--- config.mk ---
export PLATFORM = sky130hd
export DESIGN_NAME = sdhc_host_ctrl_reg
export DESIGN_NICKNAME = d
export VERILOG_FILES = /design/src/rtl/sdhc_hctl_pkg.sv /design/src/rtl/sdhc_hctl_volt_qual.sv /design/src/rtl/sdhc_hctl_pack.sv /design/src/rtl/sdhc_host_ctrl_reg.sv
export SDC_FILE = /design/constraint.sdc
export NUM_CORES = 1
export LEC_CHECK = 0
export ABC_CLOCK_PERIOD_IN_PS = 2140
export BUFFER_PORTS_ARGS = -buffer_cell sky130_fd_sc_hd__buf_2
export CAP_MARGIN = 20
export CORE_UTILIZATION = 39
export DETAILED_ROUTE_END_ITERATION = 8
export HOLD_SLACK_MARGIN = 0.02
export PLACE_DENSITY = 0.84
export SLEW_MARGIN = 20
export SYNTH_ARGS = -nofsm -noshare
export SYNTH_HDL_FRONTEND = slang
export SYNTH_SLANG_ARGS = --single-unit
--- constraint.sdc ---
create_clock -name clk -period 2.14 [get_ports clk]
set_input_delay 0.107 -clock clk [delete_from_list [all_inputs] [get_ports clk]]
set_output_delay 0.107 -clock clk [all_outputs]
set_load 0.005 [all_outputs]
--- src/rtl/sdhc_hctl_pkg.sv ---
package sdhc_hctl_pkg;

    localparam int REG_W  = 32;
    localparam int VOLT_W = 3;
    localparam int DMA_W  = 2;

    localparam logic [VOLT_W-1:0] VCODE_3V3 = 3'd7;
    localparam logic [VOLT_W-1:0] VCODE_3V0 = 3'd6;
    localparam logic [VOLT_W-1:0] VCODE_1V8 = 3'd5;

    // bit positions that software decodes
    localparam int B_WAKE_OOB = 27;
    localparam int B_WAKE_REM = 26;
    localparam int B_WAKE_INS = 25;
    localparam int B_WAKE_CRD = 24;
    localparam int B_IRQ_GAP  = 19;
    localparam int B_RD_WAIT  = 18;
    localparam int B_CONT     = 17;
    localparam int B_STOP     = 16;
    localparam int B_VOLT_LO  = 9;
    localparam int B_PWR      = 8;
    localparam int B_CD_SEL   = 7;
    localparam int B_CD_LVL   = 6;
    localparam int B_DMA_LO   = 3;
    localparam int B_HS       = 2;
    localparam int B_W4       = 1;

    localparam logic [REG_W-1:0] RSVD_MASK = 32'hF0F0_F021;

    typedef struct packed {
        logic              wake_oob;
        logic              wake_rem;
        logic              wake_ins;
        logic              wake_crd;
        logic              irq_gap;
        logic              rd_wait;
        logic              cont;
        logic              stop;
        logic [VOLT_W-1:0] volt;
        logic              pwr;
        logic              cd_sel;
        logic              cd_lvl;
        logic [DMA_W-1:0]  dma;
        logic              hs;
        logic              w4;
    } hctl_regs_t;

endpackage

--- src/rtl/sdhc_hctl_volt_qual.sv ---
module sdhc_hctl_volt_qual
    import sdhc_hctl_pkg::*;
(
    input  logic [VOLT_W-1:0] volt_code,
    input  logic              cap_3v3,
    input  logic              cap_3v0,
    input  logic              cap_1v8,
    output logic              volt_ok
);
    always_comb begin
        unique case (volt_code)
            VCODE_3V3: volt_ok = cap_3v3;
            VCODE_3V0: volt_ok = cap_3v0;
            VCODE_1V8: volt_ok = cap_1v8;
            default:   volt_ok = 1'b0;
        endcase
    end
endmodule

--- src/rtl/sdhc_hctl_pack.sv ---
module sdhc_hctl_pack
    import sdhc_hctl_pkg::*;
(
    input  hctl_regs_t       regs_q,
    input  logic             mdma_en,
    output logic [REG_W-1:0] rd_data
);
    always_comb begin
        rd_data = '0;
        rd_data[B_WAKE_OOB] = regs_q.wake_oob;
        rd_data[B_WAKE_REM] = regs_q.wake_rem;
        rd_data[B_WAKE_INS] = regs_q.wake_ins;
        rd_data[B_WAKE_CRD] = regs_q.wake_crd;
        rd_data[B_IRQ_GAP]  = regs_q.irq_gap;
        rd_data[B_RD_WAIT]  = regs_q.rd_wait;
        rd_data[B_CONT]     = regs_q.cont;
        rd_data[B_STOP]     = regs_q.stop;
        rd_data[B_VOLT_LO +: VOLT_W] = regs_q.volt;
        rd_data[B_PWR]      = regs_q.pwr;
        rd_data[B_CD_SEL]   = regs_q.cd_sel;
        rd_data[B_CD_LVL]   = regs_q.cd_lvl;
        rd_data[B_DMA_LO +: DMA_W] = mdma_en ? regs_q.dma : '0;
        rd_data[B_HS]       = regs_q.hs;
        rd_data[B_W4]       = regs_q.w4;
    end
endmodule

--- src/rtl/sdhc_host_ctrl_reg.sv ---
module sdhc_host_ctrl_reg
    import sdhc_hctl_pkg::*;
(
    input  logic              clk,
    input  logic              rst_n,
    input  logic              wr_en,
    input  logic [REG_W-1:0]  wr_data,
    output logic [REG_W-1:0]  rd_data,
    input  logic              card_present,
    input  logic              dat_active,
    input  logic              wr_xfer_active,
    input  logic              cap_3v3,
    input  logic              cap_3v0,
    input  logic              cap_1v8,
    input  logic              mdma_en,
    input  logic              oob_irq_en,
    output logic              bus_power,
    output logic [VOLT_W-1:0] bus_volt,
    output logic              width_4bit,
    output logic              hs_rising,
    output logic [DMA_W-1:0]  dma_sel,
    output logic              cd_sel_test,
    output logic              cd_test_lvl,
    output logic              wake_oob,
    output logic              wake_remove,
    output logic              wake_insert,
    output logic              wake_card_irq,
    output logic              irq_at_gap,
    output logic              read_wait_en,
    output logic              cont_req,
    output logic              stop_at_gap
);
    hctl_regs_t regs_d, regs_q;
    logic       wr_volt_ok;

    sdhc_hctl_volt_qual u_volt_qual (
        .volt_code (wr_data[B_VOLT_LO +: VOLT_W]),
        .cap_3v3   (cap_3v3),
        .cap_3v0   (cap_3v0),
        .cap_1v8   (cap_1v8),
        .volt_ok   (wr_volt_ok)
    );

    sdhc_hctl_pack u_pack (
        .regs_q  (regs_q),
        .mdma_en (mdma_en),
        .rd_data (rd_data)
    );

    always_comb begin
        regs_d = regs_q;
        if (wr_en) begin
            if (oob_irq_en) regs_d.wake_oob = wr_data[B_WAKE_OOB];
            regs_d.wake_rem = wr_data[B_WAKE_REM];
            regs_d.wake_ins = wr_data[B_WAKE_INS];
            regs_d.wake_crd = wr_data[B_WAKE_CRD];
            regs_d.irq_gap  = wr_data[B_IRQ_GAP];
            regs_d.rd_wait  = wr_data[B_RD_WAIT];
            regs_d.cont     = wr_data[B_CONT];
            regs_d.stop     = wr_data[B_STOP];
            regs_d.volt     = wr_data[B_VOLT_LO +: VOLT_W];
            if (!wr_data[B_PWR])  regs_d.pwr = 1'b0;
            else if (wr_volt_ok)  regs_d.pwr = 1'b1;
            regs_d.cd_sel   = wr_data[B_CD_SEL];
            regs_d.cd_lvl   = wr_data[B_CD_LVL];
            if (mdma_en) regs_d.dma = wr_data[B_DMA_LO +: DMA_W];
            regs_d.hs       = wr_data[B_HS];
            regs_d.w4       = wr_data[B_W4];
        end
        // hardware clears take priority over software writes
        if (dat_active || wr_xfer_active) regs_d.cont = 1'b0;
        if (!card_present)                regs_d.pwr  = 1'b0;
    end

    always_ff @(posedge clk or negedge rst_n) begin
        if (!rst_n) regs_q <= '0;
        else        regs_q <= regs_d;
    end

    assign bus_power     = regs_q.pwr;
    assign bus_volt      = regs_q.volt;
    assign width_4bit    = regs_q.w4;
    assign hs_rising     = regs_q.hs;
    assign dma_sel       = mdma_en ? regs_q.dma : '0;
    assign cd_sel_test   = regs_q.cd_sel;
    assign cd_test_lvl   = regs_q.cd_lvl;
    assign wake_oob      = regs_q.wake_oob;
    assign wake_remove   = regs_q.wake_rem;
    assign wake_insert   = regs_q.wake_ins;
    assign wake_card_irq = regs_q.wake_crd;
    assign irq_at_gap    = regs_q.irq_gap;
    assign read_wait_en  = regs_q.rd_wait;
    assign cont_req      = regs_q.cont;
    assign stop_at_gap   = regs_q.stop;

    assert_rsvd_zero_R2: assert property (@(posedge clk) disable iff (!rst_n)
        (rd_data & RSVD_MASK) == '0);

    assert_oob_hold_R3: assert property (@(posedge clk) disable iff (!rst_n)
        !oob_irq_en |=> $stable(wake_oob));

    assert_nocard_pwr_R4: assert property (@(posedge clk) disable iff (!rst_n)
        !card_present |=> !bus_power);

    assert_pwr_rise_R5: assert property (@(posedge clk) disable iff (!rst_n)
        $rose(bus_power) |-> $past(wr_en && wr_data[B_PWR] && wr_volt_ok));

    assert_dma_rd_match_R6: assert property (@(posedge clk) disable iff (!rst_n)
        rd_data[B_DMA_LO +: DMA_W] == dma_sel);

    assert_cont_clear_R7: assert property (@(posedge clk) disable iff (!rst_n)
        (dat_active || wr_xfer_active) |=> !cont_req);

endmodule

==> results.env <==
OUTCOME='finished clean'
VDD.IR_DROP.WORST_uV=416
DRT-VIAS-PER-INSTANCE=4.31
HOLD_BUFFERS=3
ROUTABILITYCONGESTION=0.658
FINAL_LAYOUT_SIZE_SUFFIX_GT1_FRAC=0.649
INITIAL_CORE_UTIL=0.408
DIE_Y_UM=52.7
CTS-RESIZED-GATES=0
TOTAL_ROUTED_WIRELENGTH_UM=1670
INSERTEDDIODECOUNT=0
SYNTH_FA_HA_AREA_FRAC=0
DESIGN.DIE.AREA_UM2=2780
MAXSLEWVIOLCOUNT=0
PATH_DEPTH=3
YOSYS.AREA.TOP_TYPE='sky130_fd_sc_hd__dfrtp_1'
GRT_UTIL_OVERALL=0.129
CTS.PATH.MAX_BUFFERS=2
AREAGROWTHSYNTHTOFINISH_PCT=18.5
SYNTH.AVG_CELL_AREA_UM2=11.9
PATH_CLASS='flip-flop to flip-flop'
CORE.ROWCOUNT=18
POST-PLACE-WS_NS=1.04
WL_PER_CELL_UM=10.4
SWITCHING_SHARE=0.248
CRIT_PATH_CAPTURE_TYPE='flip-flop'
POSTROUTEANTENNANETS=0
WORST_SLACK_NS=0.873
SYNTH_TOP_FAMILY_BY_AREA='buffers and inverters'
CTS.CLK_SLEW.WORST_PATHS_NS=0.10
CTS.SINKS=18
GRT_FIRST_PASS_WIRELENGTH_UM=2610
TIMING.HOLD.WORST.START='wr_data[18]'
YS_FF_LATCH=18
FILLERINSTANCES=239
WORST-R2R-SETUP-SLACK_NS=0.87
NUMPORTBUFFERS=64
CRITPATHARRIVALTIME_NS=1.44
GRT.OVERFLOW.TOTAL=0
GRT_START_MAX_NET_PINS=19
DIE_WIDTH_UM=52.7
CRITICAL-PATH-TOP-DELAY-FAMILY='buffers and inverters'
CLK_ROOT_BUFFER_CELL='sky130_fd_sc_hd__clkbuf_4'
MAX_FREQ_MHz=789
TIMING.FINAL.SETUP_VIOLATIONS=0
DRV_CAP=0
SYNTHMUXAREASHARE=0.190
NUMBER_OF_BUFFERS_AND_INVERTERS_ON_THE_CRITICAL_PATH=1
POWER_REPORT.INTERNAL_TOTAL_W=0.000574
REGTOREGSTARTPOINT='cont_req'
SYNTH_EDF_COUNT=0
FIN_WORST_SKEW_NS=0
SYNTH.LIB_CELLS_USED.DISTINCT=15
POWER_DENSITY_nW_PER_UM2=642
WORST_R2R_ENDPOINT='cont_req'
DRTPASS1ITERATIONS=2
FLOORPLAN.IO_PINS=93
CLOCK_LATENCY_NS=0.28
REG2REG_DEPTH=3
INITIALDRTVIOLATIONCOUNT=2
WHS_PATH_DEPTH=2
SWITCHINGPOWER_W=0.000189
YOSYS-TOP-CELLS-COUNT='sky130_fd_sc_hd__buf_4, sky130_fd_sc_hd__dfrtp_1, sky130_fd_sc_hd__mux2_2'
DRC_ERRORS=0
CELL_WITH_THE_BIGGEST_INDIVIDUAL_DELAY_ON_THE_CRITICAL_PATH='sky130_fd_sc_hd__dlygate4sd3_1'
COMBINATIONALPOWERSHARE=0.216
POST_CTS_SETUP_BUFFER_COUNT=0
SYNTHDOMINANTCELLAREASHARE=0.449
CRITICAL_PATH.MAX_FANOUT=3
WORST_SETUP_PATH_START_KIND='flip-flop'
SYNTH_COMPOUND_AREA_FRAC=0.0375
FIN_CRIT_SH=0.592
ANTENNA_FOUND_INITIAL=0
CTS_INSERTED_BUFFERS=3
YOSYS_WARNINGS=0
DETAILEDPLACEMENTHPWL_UM=1310
VIAS=694
CORE_UM2=2450
SYNTHXORXNORAREAFRAC=0
NETLIST_INSTANCES=84
WORSTHOLDENDPOINT='read_wait_en'
PATH_CELLS='mux2i_1, nor3_1, dlygate4sd3_1'
SETUP_TNS_NS=0
FINAL.MIN_CLOCK_PERIOD_NS=1.27
CRITICAL-PATH-MAX-STAGE-DELAY_NS=0.54
TOP_AREA_CELLS_IN_THE_SYNTHESIZED_NETLIST='sky130_fd_sc_hd__dfrtp_1, sky130_fd_sc_hd__buf_4, sky130_fd_sc_hd__mux2_2'
TOTAL_LEAKAGE_POWER_nW=0.658
CLOCK_POWER_SHARE=0.266
WORST-ENDPOINT-REQUIRED_NS=2.32
ASYNC_SET_OR_RESET_FLOP_FRACTION_IN_THE_SYNTHESIZED_NETLIST=1.00
SYNTHSIMPLEGATEAREAFRAC=0.0250
SYNTHMOSTINSTANTIATEDCELL='sky130_fd_sc_hd__buf_4'
FINISH.NET_COUNT=175
RSZ0062_AT_GRT='false'
SYNTHFLOPTYPE='sky130_fd_sc_hd__dfrtp_1'
SEQUENTIAL_SHARE_OF_THE_SYNTHESIZED_AREA=0.449
VIA_COUNT_OF_THE_FIRST_GLOBAL_ROUTING_PASS=641
SYN-CELL-AREA_UM2=1000
MIN_PATH_TYPE='input pin to flip-flop'
HOLD_VIOL=0
TRITONCTS='built'
PWR-SHARE-SEQ=0.517
CTS_HTREE_LEVELS=1
stage by stage:
stage                      util  hold slack, ns  area, um^2  power (W)  cells
after global routing      0.484          0.0203        1190   0.000819    161
after floorplan               -          -0.189        1050   0.000538     97
after global placement    0.457          0.0539        1120   0.000558    154
after detailed placement  0.457          0.0577        1120   0.000565    154
after CTS                 0.484          0.0414        1190   0.000775    161
final                     0.484          0.0489        1190   0.000763    161
cells in the final DEF, fill, tap and decap left out:
master,instances
sky130_fd_sc_hd__dfrtp_1,18
sky130_fd_sc_hd__nor3_1,1
sky130_fd_sc_hd__a21oi_1,1
sky130_fd_sc_hd__nand2_1,2
sky130_fd_sc_hd__o221a_1,1
sky130_fd_sc_hd__mux2_2,16
sky130_fd_sc_hd__conb_1,14
sky130_fd_sc_hd__o211ai_2,1
sky130_fd_sc_hd__clkbuf_4,3
sky130_fd_sc_hd__and2_1,2
sky130_fd_sc_hd__a311oi_1,1
sky130_fd_sc_hd__clkbuf_8,1
sky130_fd_sc_hd__buf_2,64
sky130_fd_sc_hd__inv_1,2
sky130_fd_sc_hd__dlygate4sd3_1,3
sky130_fd_sc_hd__mux2i_1,1
power by group through the flow:
stage	combinational [W]	sequential (W)	clock (W)
CTS	0.000167	0.000396	0.000212
global placement	0.000159	0.000399	0
floorplan	0.000135	0.000403	0
detailed placement	0.000164	0.000402	0
finish	0.000165	0.000395	0.000203
global route	0.000187	0.000401	0.000231
sequential cells by signal (all words and copies together) (netlist names):
name	cells
regs_q	2
cd_sel_test	1
wake_insert	1
hs_rising	1
bus_power	1
cd_test_lvl	1
cont_req	1
irq_at_gap	1
wake_oob	1
wake_card_irq	1
width_4bit	1
read_wait_en	1
wake_remove	1
stop_at_gap	1
bus_volt	3
layer usage:
metal | vias up | part of all wire | routed length, um | track usage
met4 | 0 | 0.0078 | 13 | 0.0526
met1 | 317 | 0.37 | 624 | 0.138
met2 | 52 | 0.53 | 889 | 0.241
met3 | 2 | 0.086 | 144 | 0.0261
li1 | 323 | - | - | -
met5 | - | 0 | 0 | 0
layout make-up:
type	instances	area (um^2)	area share
flip-flops and latches	18	450	0.379
repair buffers	67	350	0.295
multi-input cells	40	305	0.257
well taps	30	37.5	0.0316
clock buffers	4	36.3	0.0306
inverters	2	7.51	0.00632
worst max path at each step:
stage	startpoint	end	slack, ns
floorplan	wr_en	bus_volt[0]	1.32
global placement	wr_en	bus_power	1.06
detailed placement	wr_en	bus_power	1.04
CTS	cont_req	cont_req	0.89
global route	cont_req	cont_req	0.80
finish	cont_req	cont_req	0.87
logic make-up after synthesis:
group	after synthesis
AO/OA/AOI/OAI	4
flip-flops	18
other	1
AND/OR/NAND/NOR	5
multiplexers	17
buffers and inverters	39
Note: power is estimated with default switching activity, not from simulation.
